[src/rtl/uart_fifo_pkg.sv]
package uart_fifo_pkg;

  // Receive threshold in stored characters, indexed by the 2-bit code.
  function automatic int unsigned rx_thresh(input logic [1:0] code);
    case (code)
      2'd0:    return 8;
      2'd1:    return 16;
      2'd2:    return 56;
      default: return 60;
    endcase
  endfunction

  // Transmit threshold in free slots, indexed by the 2-bit code.
  function automatic int unsigned tx_thresh(input logic [1:0] code);
    case (code)
      2'd0:    return 8;
      2'd1:    return 16;
      2'd2:    return 32;
      default: return 56;
    endcase
  endfunction

endpackage

[src/rtl/uft_byte_fifo.sv]
module uft_byte_fifo #(
  parameter int DEPTH = 64,
  parameter int DW    = 8,
  localparam int AW   = $clog2(DEPTH),
  localparam int CW   = AW + 1
) (
  input  logic          clk,
  input  logic          rst_n,
  input  logic          clr,
  input  logic          in_valid,
  output logic          in_ready,
  input  logic [DW-1:0] in_data,
  output logic          out_valid,
  input  logic          out_ready,
  output logic [DW-1:0] out_data,
  output logic [CW-1:0] level,
  output logic          ovf,
  output logic          unf
);

  logic [DW-1:0] store [DEPTH];
  logic [AW-1:0] wptr, rptr;
  logic          full, empty, push, pop;

  assign full      = (level == CW'(DEPTH));
  assign empty     = (level == '0);
  assign in_ready  = !full && !clr;
  assign out_valid = !empty && !clr;
  assign push      = in_valid && in_ready;
  assign pop       = out_valid && out_ready;
  assign out_data  = store[rptr];

  function automatic logic [AW-1:0] nxt(input logic [AW-1:0] p);
    return (p == AW'(DEPTH - 1)) ? '0 : p + 1'b1;
  endfunction

  always_ff @(posedge clk) begin
    if (push) store[wptr] <= in_data;
  end

  always_ff @(posedge clk or negedge rst_n) begin
    if (!rst_n) begin
      wptr  <= '0;
      rptr  <= '0;
      level <= '0;
      ovf   <= 1'b0;
      unf   <= 1'b0;
    end else if (clr) begin
      wptr  <= '0;
      rptr  <= '0;
      level <= '0;
      ovf   <= 1'b0;
      unf   <= 1'b0;
    end else begin
      if (push) wptr <= nxt(wptr);
      if (pop)  rptr <= nxt(rptr);
      case ({push, pop})
        2'b10:   level <= level + 1'b1;
        2'b01:   level <= level - 1'b1;
        default: level <= level;
      endcase
      if (in_valid && full)   ovf <= 1'b1;
      if (out_ready && empty) unf <= 1'b1;
    end
  end

  AST_LEVEL_BOUND: assert property (@(posedge clk) disable iff (!rst_n)
    level <= CW'(DEPTH));
  AST_FULL_HOLDS: assert property (@(posedge clk) disable iff (!rst_n)
    (full && in_valid && !out_ready && !clr) |=> (level == CW'(DEPTH)) && ovf);
  AST_FLAG_STICKY: assert property (@(posedge clk) disable iff (!rst_n)
    ((ovf || unf) && !clr) |=> (ovf || !$past(ovf)) && (unf || !$past(unf)));
  AST_CLR_EMPTIES: assert property (@(posedge clk) disable iff (!rst_n)
    clr |=> (level == '0) && !ovf && !unf);

endmodule

[src/rtl/uft_clr_seq.sv]
module uft_clr_seq #(
  parameter int RST_CYC = 3,
  localparam int NW     = $clog2(RST_CYC + 1)
) (
  input  logic clk,
  input  logic rst_n,
  input  logic start,
  output logic busy
);

  logic [NW-1:0] remain;

  assign busy = (remain != '0);

  always_ff @(posedge clk or negedge rst_n) begin
    if (!rst_n)     remain <= '0;
    else if (start) remain <= NW'(RST_CYC);
    else if (busy)  remain <= remain - 1'b1;
  end

  AST_CLR_COUNTS_DOWN: assert property (@(posedge clk) disable iff (!rst_n)
    (busy && !start) |=> (remain == $past(remain) - 1'b1));
  AST_CLR_LOADS: assert property (@(posedge clk) disable iff (!rst_n)
    start |=> busy);

endmodule

[src/rtl/uft_trig.sv]
module uft_trig
  import uart_fifo_pkg::*;
#(
  parameter int DEPTH = 64,
  parameter bit IS_TX = 1'b0,
  localparam int CW   = $clog2(DEPTH) + 1
) (
  input  logic [1:0]    code,
  input  logic          en,
  input  logic [CW-1:0] level,
  output logic          irq
);

  int unsigned thr, amount;

  generate
    if (IS_TX) begin : g_tx
      always_comb begin
        thr    = en ? tx_thresh(code) : 1;
        amount = DEPTH - int'(level);
      end
    end else begin : g_rx
      always_comb begin
        thr    = en ? rx_thresh(code) : 1;
        amount = int'(level);
      end
    end
  endgenerate

  assign irq = (amount >= thr);

endmodule

[src/rtl/uart_fifo_trig.sv]
module uart_fifo_trig #(
  parameter int DEPTH   = 64,
  parameter int RST_CYC = 3,
  localparam int CW     = $clog2(DEPTH) + 1
) (
  input  logic          clk,
  input  logic          rst_n,
  input  logic          ctl_wr,
  input  logic [7:0]    ctl_wdata,
  output logic [7:0]    ctl_rdata,
  input  logic          ext_feat_en,
  input  logic          tx_in_valid,
  output logic          tx_in_ready,
  input  logic [7:0]    tx_in_data,
  output logic          tx_out_valid,
  input  logic          tx_out_ready,
  output logic [7:0]    tx_out_data,
  input  logic          rx_in_valid,
  output logic          rx_in_ready,
  input  logic [7:0]    rx_in_data,
  output logic          rx_out_valid,
  input  logic          rx_out_ready,
  output logic [7:0]    rx_out_data,
  output logic [CW-1:0] tx_level,
  output logic [CW-1:0] rx_level,
  output logic          tx_irq,
  output logic          rx_irq,
  output logic          tx_ovf,
  output logic          tx_unf,
  output logic          rx_ovf,
  output logic          rx_unf
);

  logic       q_en;
  logic [1:0] rx_code, tx_code;
  logic       rx_busy, tx_busy, rx_go, tx_go;

  // Clear requests count only when the enable bit is set in the same write.
  assign rx_go = ctl_wr && ctl_wdata[0] && ctl_wdata[1];
  assign tx_go = ctl_wr && ctl_wdata[0] && ctl_wdata[2];

  always_ff @(posedge clk or negedge rst_n) begin
    if (!rst_n) begin
      q_en    <= 1'b0;
      rx_code <= 2'b00;
      tx_code <= 2'b00;
    end else if (ctl_wr) begin
      q_en    <= ctl_wdata[0];
      rx_code <= ctl_wdata[7:6];
      if (ext_feat_en) tx_code <= ctl_wdata[5:4];
    end
  end

  assign ctl_rdata = {rx_code, tx_code, 1'b0, tx_busy, rx_busy, q_en};

  uft_clr_seq #(.RST_CYC(RST_CYC)) rx_seq_i (
    .clk(clk), .rst_n(rst_n), .start(rx_go), .busy(rx_busy));
  uft_clr_seq #(.RST_CYC(RST_CYC)) tx_seq_i (
    .clk(clk), .rst_n(rst_n), .start(tx_go), .busy(tx_busy));

  uft_byte_fifo #(.DEPTH(DEPTH), .DW(8)) rx_q_i (
    .clk(clk), .rst_n(rst_n), .clr(rx_busy),
    .in_valid(rx_in_valid), .in_ready(rx_in_ready), .in_data(rx_in_data),
    .out_valid(rx_out_valid), .out_ready(rx_out_ready), .out_data(rx_out_data),
    .level(rx_level), .ovf(rx_ovf), .unf(rx_unf));
  uft_byte_fifo #(.DEPTH(DEPTH), .DW(8)) tx_q_i (
    .clk(clk), .rst_n(rst_n), .clr(tx_busy),
    .in_valid(tx_in_valid), .in_ready(tx_in_ready), .in_data(tx_in_data),
    .out_valid(tx_out_valid), .out_ready(tx_out_ready), .out_data(tx_out_data),
    .level(tx_level), .ovf(tx_ovf), .unf(tx_unf));

  uft_trig #(.DEPTH(DEPTH), .IS_TX(1'b0)) rx_trig_i (
    .code(rx_code), .en(q_en), .level(rx_level), .irq(rx_irq));
  uft_trig #(.DEPTH(DEPTH), .IS_TX(1'b1)) tx_trig_i (
    .code(tx_code), .en(q_en), .level(tx_level), .irq(tx_irq));

  AST_TXCODE_LOCKED: assert property (@(posedge clk) disable iff (!rst_n)
    (ctl_wr && !ext_feat_en) |=> $stable(tx_code));
  AST_NO_CLR_WHEN_OFF: assert property (@(posedge clk) disable iff (!rst_n)
    (ctl_wr && !ctl_wdata[0] && !rx_busy && !tx_busy) |=> !rx_busy && !tx_busy);
  AST_RX_IRQ_OFF: assert property (@(posedge clk) disable iff (!rst_n)
    !q_en |-> (rx_irq == (rx_level != '0)));
  AST_TX_EMPTY_IRQ: assert property (@(posedge clk) disable iff (!rst_n)
    (tx_level == '0) |-> tx_irq);

endmodule

[config.mk]
export PLATFORM = sky130hd
export DESIGN_NAME = uart_fifo_trig
export DESIGN_NICKNAME = d
export VERILOG_FILES = /design/src/rtl/uart_fifo_pkg.sv /design/src/rtl/uft_byte_fifo.sv /design/src/rtl/uft_clr_seq.sv /design/src/rtl/uft_trig.sv /design/src/rtl/uart_fifo_trig.sv
export SDC_FILE = /design/constraint.sdc
export NUM_CORES = 1
export LEC_CHECK = 0
export BUFFER_PORTS_ARGS = -buffer_cell sky130_fd_sc_hd__clkbuf_2
export CAP_MARGIN = 20
export CELL_PAD_IN_SITES_DETAIL_PLACEMENT = 0
export CELL_PAD_IN_SITES_GLOBAL_PLACEMENT = 1
export CORE_AREA = 2 2 331 333
export CTS_BUF_LIST = sky130_fd_sc_hd__clkbuf_16
export CTS_CLUSTER_DIAMETER = 40
export DETAILED_ROUTE_END_ITERATION = 8
export DIE_AREA = 0 0 333 335
export PLACE_DENSITY = 0.65
export SLEW_MARGIN = 20
export SYNTH_ARGS = -nofsm -noshare
export SYNTH_HDL_FRONTEND = slang
export SYNTH_SLANG_ARGS = --single-unit
export TNS_END_PERCENT = 10
[constraint.sdc]
create_clock -name clk -period 9.2 [get_ports clk]
set_input_delay 0.46 -clock clk [delete_from_list [all_inputs] [get_ports clk]]
set_output_delay 0.46 -clock clk [all_outputs]
set_load 0.005 [all_outputs]
==> results of run 1 <==
==> metrics by stage <==
stage	total power, mW	hold WS, ns	instance area (um^2)	std cells
global placement	6.03	0.481	44700	3552
floorplan	5.82	0.164	43000	2161
CTS	11.6	0.0103	49600	3816
finish	11.5	0.0670	49700	3817
detailed placement	6.05	0.493	44700	3552
global route	11.8	0.0679	49700	3817
==> final cells by class <==
class | count | area [um^2]
sequential | 1075 | 32000
clock inverter | 114 | 1250
tap | 1414 | 1770
fill | 9102 | 58400
inverter | 24 | 90.1
clock buffer | 143 | 3580
timing repair buffer | 115 | 724
multi-input combinational | 932 | 10200
==> per-layer routing <==
| metal | global-route usage | routed length [um] | up-vias |
|---|---|---|---|
| li1 | - | - | 9144 |
| met1 | 0.231 | 39800 | 11000 |
| met2 | 0.278 | 46500 | 663 |
| met3 | 0.0343 | 5920 | 169 |
| met4 | 0.0624 | 2810 | 0 |
| met5 | 0 | 0 | - |
==> cells in the mapped netlist, types with 3 or more instances <==
| library cell | count | area (um^2) |
|---|---|---|
| clkbuf_1 | 61 | 229 |
| nand2b_1 | 8 | 50.1 |
| a21oi_1 | 35 | 175 |
| ha_1 | 26 | 325 |
| o31ai_1 | 4 | 30.0 |
| mux2_2 | 8 | 90.1 |
| o21ai_1 | 11 | 55.1 |
| a31oi_1 | 9 | 56.3 |
| or3b_2 | 4 | 35.0 |
| nand4_1 | 7 | 43.8 |
| o21a_1 | 5 | 37.5 |
| nor2b_1 | 12 | 75.1 |
| o211ai_1 | 7 | 52.6 |
| buf_2 | 42 | 210 |
| a211oi_1 | 7 | 52.6 |
| buf_1 | 10 | 37.5 |
| or3_1 | 13 | 81.3 |
| a221o_1 | 4 | 40.0 |
| nor2_1 | 186 | 698 |
| mux4_2 | 276 | 6220 |
| o221ai_1 | 7 | 61.3 |
| xnor2_1 | 12 | 105 |
| mux2i_1 | 48 | 480 |
| nand3_1 | 39 | 195 |
| nor3_1 | 6 | 30.0 |
| nand2_1 | 55 | 206 |
| o21ai_0 | 30 | 150 |
| a31o_2 | 3 | 26.3 |
| inv_1 | 21 | 78.8 |
| o22ai_1 | 16 | 100 |
| nand3b_1 | 9 | 67.6 |
| o22a_1 | 4 | 35.0 |
| buf_4 | 13 | 97.6 |
| dfrtp_1 | 51 | 1280 |
| a22oi_1 | 37 | 278 |
| xor2_1 | 16 | 140 |
| edfxtp_1 | 1024 | 30700 |
==> state kept, by name, summed over array words and instances (netlist names), 6 cells and up <==
name          count
tx_q_i.wptr       6
rx_q_i.rptr       6
rx_q_i.store    512
tx_q_i.rptr       6
tx_q_i.level      7
tx_q_i.store    512
rx_q_i.wptr       6
rx_q_i.level      7
==> timing repair <==
item                      4_1_cts  5_1_grt
hold endpoints to repair       57        0
hold buffers                    7        0
gates resized for setup         0        0
==> power breakdown <==
part           internal [mW]  total [mW]  switching (mW)  leakage, nW
logic                  0.178       0.509           0.331         3.20
clock network           3.38        5.52            2.14         2.39
registers               5.40        5.43          0.0345         9.88
==> final timing paths <==
kind	to	depth (start not counted)	startpoint	slack, ns
max in group asynchronous	tx_q_i.rptr[1]$_DFFE_PN0P_	3	rst_n	8.20
min in group asynchronous	tx_seq_i.remain[0]$_DFFE_PN0P_	3	rst_n	0.45
worst min register to register	tx_q_i.ovf$_DFFE_PN0P_	2	tx_q_i.ovf$_DFFE_PN0P_	0.51
worst max register to register	tx_q_i.level[4]$_DFFE_PN0P_	14	tx_q_i.level[0]$_DFFE_PN0P_	5.30
worst min-delay path	rx_seq_i.remain[0]$_DFFE_PN0P_	3	ctl_wdata[1]	0.07
worst max-delay path	tx_out_data[7]	6	tx_q_i.rptr[1]$_DFFE_PN0P_	4.24
==> cell families (layout without fill, tap and decap cells) <==
logic type,after synthesis,after routing,synth area share
xor gates and xnor gates,28,28,0.00571
DFF,1075,1075,0.746
adders and majority gates,26,26,0.00757
muxes,332,332,0.158
buffers and inverters,154,396,0.0167
AOI/OAI and AO/OA,194,194,0.0298
and+or+nand+nor,351,351,0.0366
other,1,1,0.0000873
==> worst reg2reg max path, stage by stage (launching register included) <==
cell     delay [ns]
dfrtp_1        0.48
inv_1          0.13
ha_1           0.24
nand3_1        0.37
o21ai_1        0.56
nor2_1         0.13
ha_1           0.35
xor2_1         0.21
ha_1           0.24
nor3b_1        0.15
o21ai_0        0.25
nand2_1        0.10
xnor2_1        0.15
or3_1          0.32
a21oi_1        0.14
==> results.tsv, run 1 <==
metric	value	unit
register area share after synthesis	0.746	
DRT iter0 DRCs	1902	
DIE WIDTH	333	um
number of antenna violations at the first check in global routing	0	
WL final	95000	um
unrepaired setup endpoints after global routing	false	
most common cell after layout, fill and taps aside	edfxtp_1	
post-synthesis cell area	43000	um^2
commonest non-fill, non-tap cells in the layout	1024 x edfxtp_1, 276 x mux4_2, 185 x nor2_1	
syn nets	2219	
ys async rst share	0.0474	
total track usage	0.172	
DRT Pass-1 Iters	5	
diode count	0	
CP Class	reg -> out	
Yosys cell types	62	
DRC	0	
Cells after Synth	2161	
number of global-route vias before repair	21800	
Data required, critical path	8.74	ns
total CTS buffers	140	
Post-DRT Antenna Nets	0	
drt wl/cell	24.9	um
CP max stage delay	1.03	ns
Slew @ Worst Pin	1.09	ns
yosys warns	0	
critical path startpoint category	flip-flop	
Setup Fix Bufs, Post-CTS	0	
Setup WS post-layout	4.24	ns
H-tree depth	4	
Cell Rows	121	
class of the worst hold path	in -> reg	
clock latency on the worst-skew pair	0.72	ns
worst path cell trace	buf_4 > mux4_2 > mux4_2 > o211ai_1 > o21ai_1 > clkbuf_2	
largest net degree at the start of global routing	113	
port bufs	77	
Final Cycle Share	0.539	
core area	108000	um^2
vias per cell	5.51	
share of cells above drive strength 1	0.265	
Final Hold Fails	0	
GRT Residual Overflow	0	
hpwl dp	56100	um
crit-path max FO	65	
Static Leak	15.5	nW
I/O pins	80	
Power Dens Cells	231	nW/um^2
FMAX	202	MHz
clk root buf	clkbuf_16	
fin util	0.460	
crit path max-delay cell type	dfrtp_4	
setup_tns	0	ns
total clock sinks	1075	
Die H	335	um
Arr. time, crit path	4.50	ns
number of max-cap violations	0	
CTS clk-pin slew, worst paths	0.05	ns
final slew viol count	0	
worst slack, placed	4.94	ns
die area	112000	um^2
first-pass GRT wire length	142000	um
Placer Congestion	0.808	
synthesis-stage register bit count	1075	
Peak VDD IR	0.000189	V
max_slew headroom	0.270	
Initial Utilization	0.397	
CTS tree	built	
Post-synth EDFFs	1024	
final net count	2346	
Avg Cell Area, Syn	19.9	um^2
via count	21000	
critical path endpoint category	primary output	
status	completed	
crit path buf inv count	2	
CP dominant cell by count	mux4_2	
Top FF cell, synth	edfxtp_1	
Largest delay share family, worst path	buffers and inverters	
Layout area overhead	15.6	%
Final Critical Period	4.96	ns
Max clock buf depth	3	
final setup fails	0	
clk_skew	0.0393	ns
(Power assumes the default switching activity.)
==> run 2: changes to the inputs <==
Clock period 9.2 ns to 5.2 ns, I/O delays scaled along.
==> results.tsv, run 2 (synthesized netlist as in run 1, its figures left out) <==
metric	value	unit
status	completed	
hpwl dp	57700	um
core area	108000	um^2
Final Hold Fails	0	
max_slew headroom	0.308	
crit path max-delay cell type	dfrtp_4	
port bufs	77	
Placer Congestion	0.828	
number of max-cap violations	0	
dpl cell area	44900	um^2
WL final	95600	um
final setup fails	0	
first-pass GRT wire length	144000	um
CTS clk-pin slew, worst paths	0.05	ns
CP Class	reg -> out	
crit-path max FO	49	
most common cell after layout, fill and taps aside	edfxtp_1	
number of global-route vias before repair	22000	
I/O pins	80	
clock latency on the worst-skew pair	0.72	ns
Die H	335	um
fillers	9094	
share of cells above drive strength 1	0.264	
CTS tree	built	
DRT Pass-1 Iters	7	
Slew @ Worst Pin	1.03	ns
diode count	0	
GRT Residual Overflow	0	
clk_skew	0.0395	ns
Setup WS post-layout	1.11	ns
commonest non-fill, non-tap cells in the layout	1024 x edfxtp_1, 276 x mux4_2, 186 x nor2_1	
Data required, critical path	4.94	ns
Power Dens Cells	401	nW/um^2
number of antenna violations at the first check in global routing	0	
critical path endpoint category	primary output	
die area	112000	um^2
Post-DRT Antenna Nets	0	
worst slack, placed	1.36	ns
Final Cycle Share	0.786	
Max clock buf depth	3	
largest net degree at the start of global routing	65	
drt wl/cell	24.9	um
FMAX	245	MHz
total track usage	0.174	
final slew viol count	0	
setup_tns	0	ns
DRC	0	
Peak VDD IR	0.000283	V
CP max stage delay	0.81	ns
Cell Rows	121	
worst path cell trace	buf_12 > buf_12 > mux4_2 > a22oi_1 > a21oi_1 > a21oi_1 > o21ai_0 > clkbuf_2	
cell area after layout	49800	um^2
Top Registers	rx_q_i.store: 512 flops, tx_q_i.store: 512 flops	
H-tree depth	4	
critical path startpoint category	flip-flop	
DRT iter0 DRCs	1830	
Final Critical Period	4.09	ns
Setup Fix Bufs, Post-CTS	0	
total clock sinks	1075	
Arr. time, crit path	3.83	ns
final net count	2370	
total CTS buffers	140	
unrepaired setup endpoints after global routing	false	
Static Leak	15.5	nW
clk root buf	clkbuf_16	
post-layout power	20.0	mW
Layout area overhead	15.9	%
class of the worst hold path	in -> reg	
CTS resizes	0	
Initial Utilization	0.397	
DIE WIDTH	333	um
via count	21000	
vias per cell	5.47	
[run 2: worst paths after layout]
kind                                              from                             end  slack (ns)  cells past startpoint
hold reg to reg                 rx_q_i.ovf$_DFFE_PN0P_          rx_q_i.ovf$_DFFE_PN0P_        0.51                      2
setup reg to reg           tx_q_i.level[0]$_DFFE_PN0P_   tx_q_i.store[43][6]$_DFFE_PP_        1.40                      8
max in group asynchronous                        rst_n      rx_q_i.rptr[0]$_DFFE_PN0P_        4.41                      3
setup / recovery            tx_q_i.rptr[0]$_DFFE_PN0P_                  tx_out_data[2]        1.11                      8
min in group asynchronous                        rst_n          tx_code[0]$_DFFE_PN0P_        0.23                      3
hold / removal                                  ctl_wr  tx_seq_i.remain[0]$_DFFE_PN0P_        0.02                      3
[run 2: power breakdown]
group          switching [mW]  internal, mW  total [mW]
sequential             0.0590          9.55        9.61
combinational           0.596         0.327       0.923
clock                    3.80          5.66        9.46
total                    4.45          15.5        20.0
[run 2: metrics by stage]
| stage | utilization | instances | hold WS [ns] |
|---|---|---|---|
| after detailed placement | 0.415 | 3564 | 0.451 |
| after global routing | 0.461 | 3842 | 0.0655 |
| after floorplan | - | 2161 | -0.0356 |
| final | 0.461 | 3842 | 0.0247 |
| after global placement | 0.415 | 3564 | 0.443 |
| after CTS | 0.461 | 3842 | 0.0147 |
[run 2: worst max-delay path: cells and delay by family, from the launching register on]
family                 cells  cell delay (ns)
buffers and inverters      3             0.90
flip-flops                 1             0.81
AO/OA/AOI/OAI              4             0.77
multiplexers               1             0.52
[run 2: area by class of cell]
cell class	instances	area [um^2]	share of cell area
Tap cell	1414	1770	0.0355
Multi-Input combinational cell	932	10200	0.205
Clock buffer	141	3530	0.0708
Sequential cell	1075	32000	0.643
Inverter	24	90.1	0.00181
Timing Repair Buffer	139	963	0.0193
Clock inverter	117	1190	0.0240
[run 2: timing repair]
item,4_1_cts,5_1_grt
hold buffers,20,0
hold endpoints to repair,67,0
setup endpoints to repair,0,0
[run 2: layer usage]
layer / wire, um / GRT usage / part of all wire
met1: 40300 / 0.233 / 0.42
met2: 48500 / 0.292 / 0.51
met3: 5030 / 0.0315 / 0.053
met4: 1780 / 0.0481 / 0.019
met5: 0 / 0 / 0
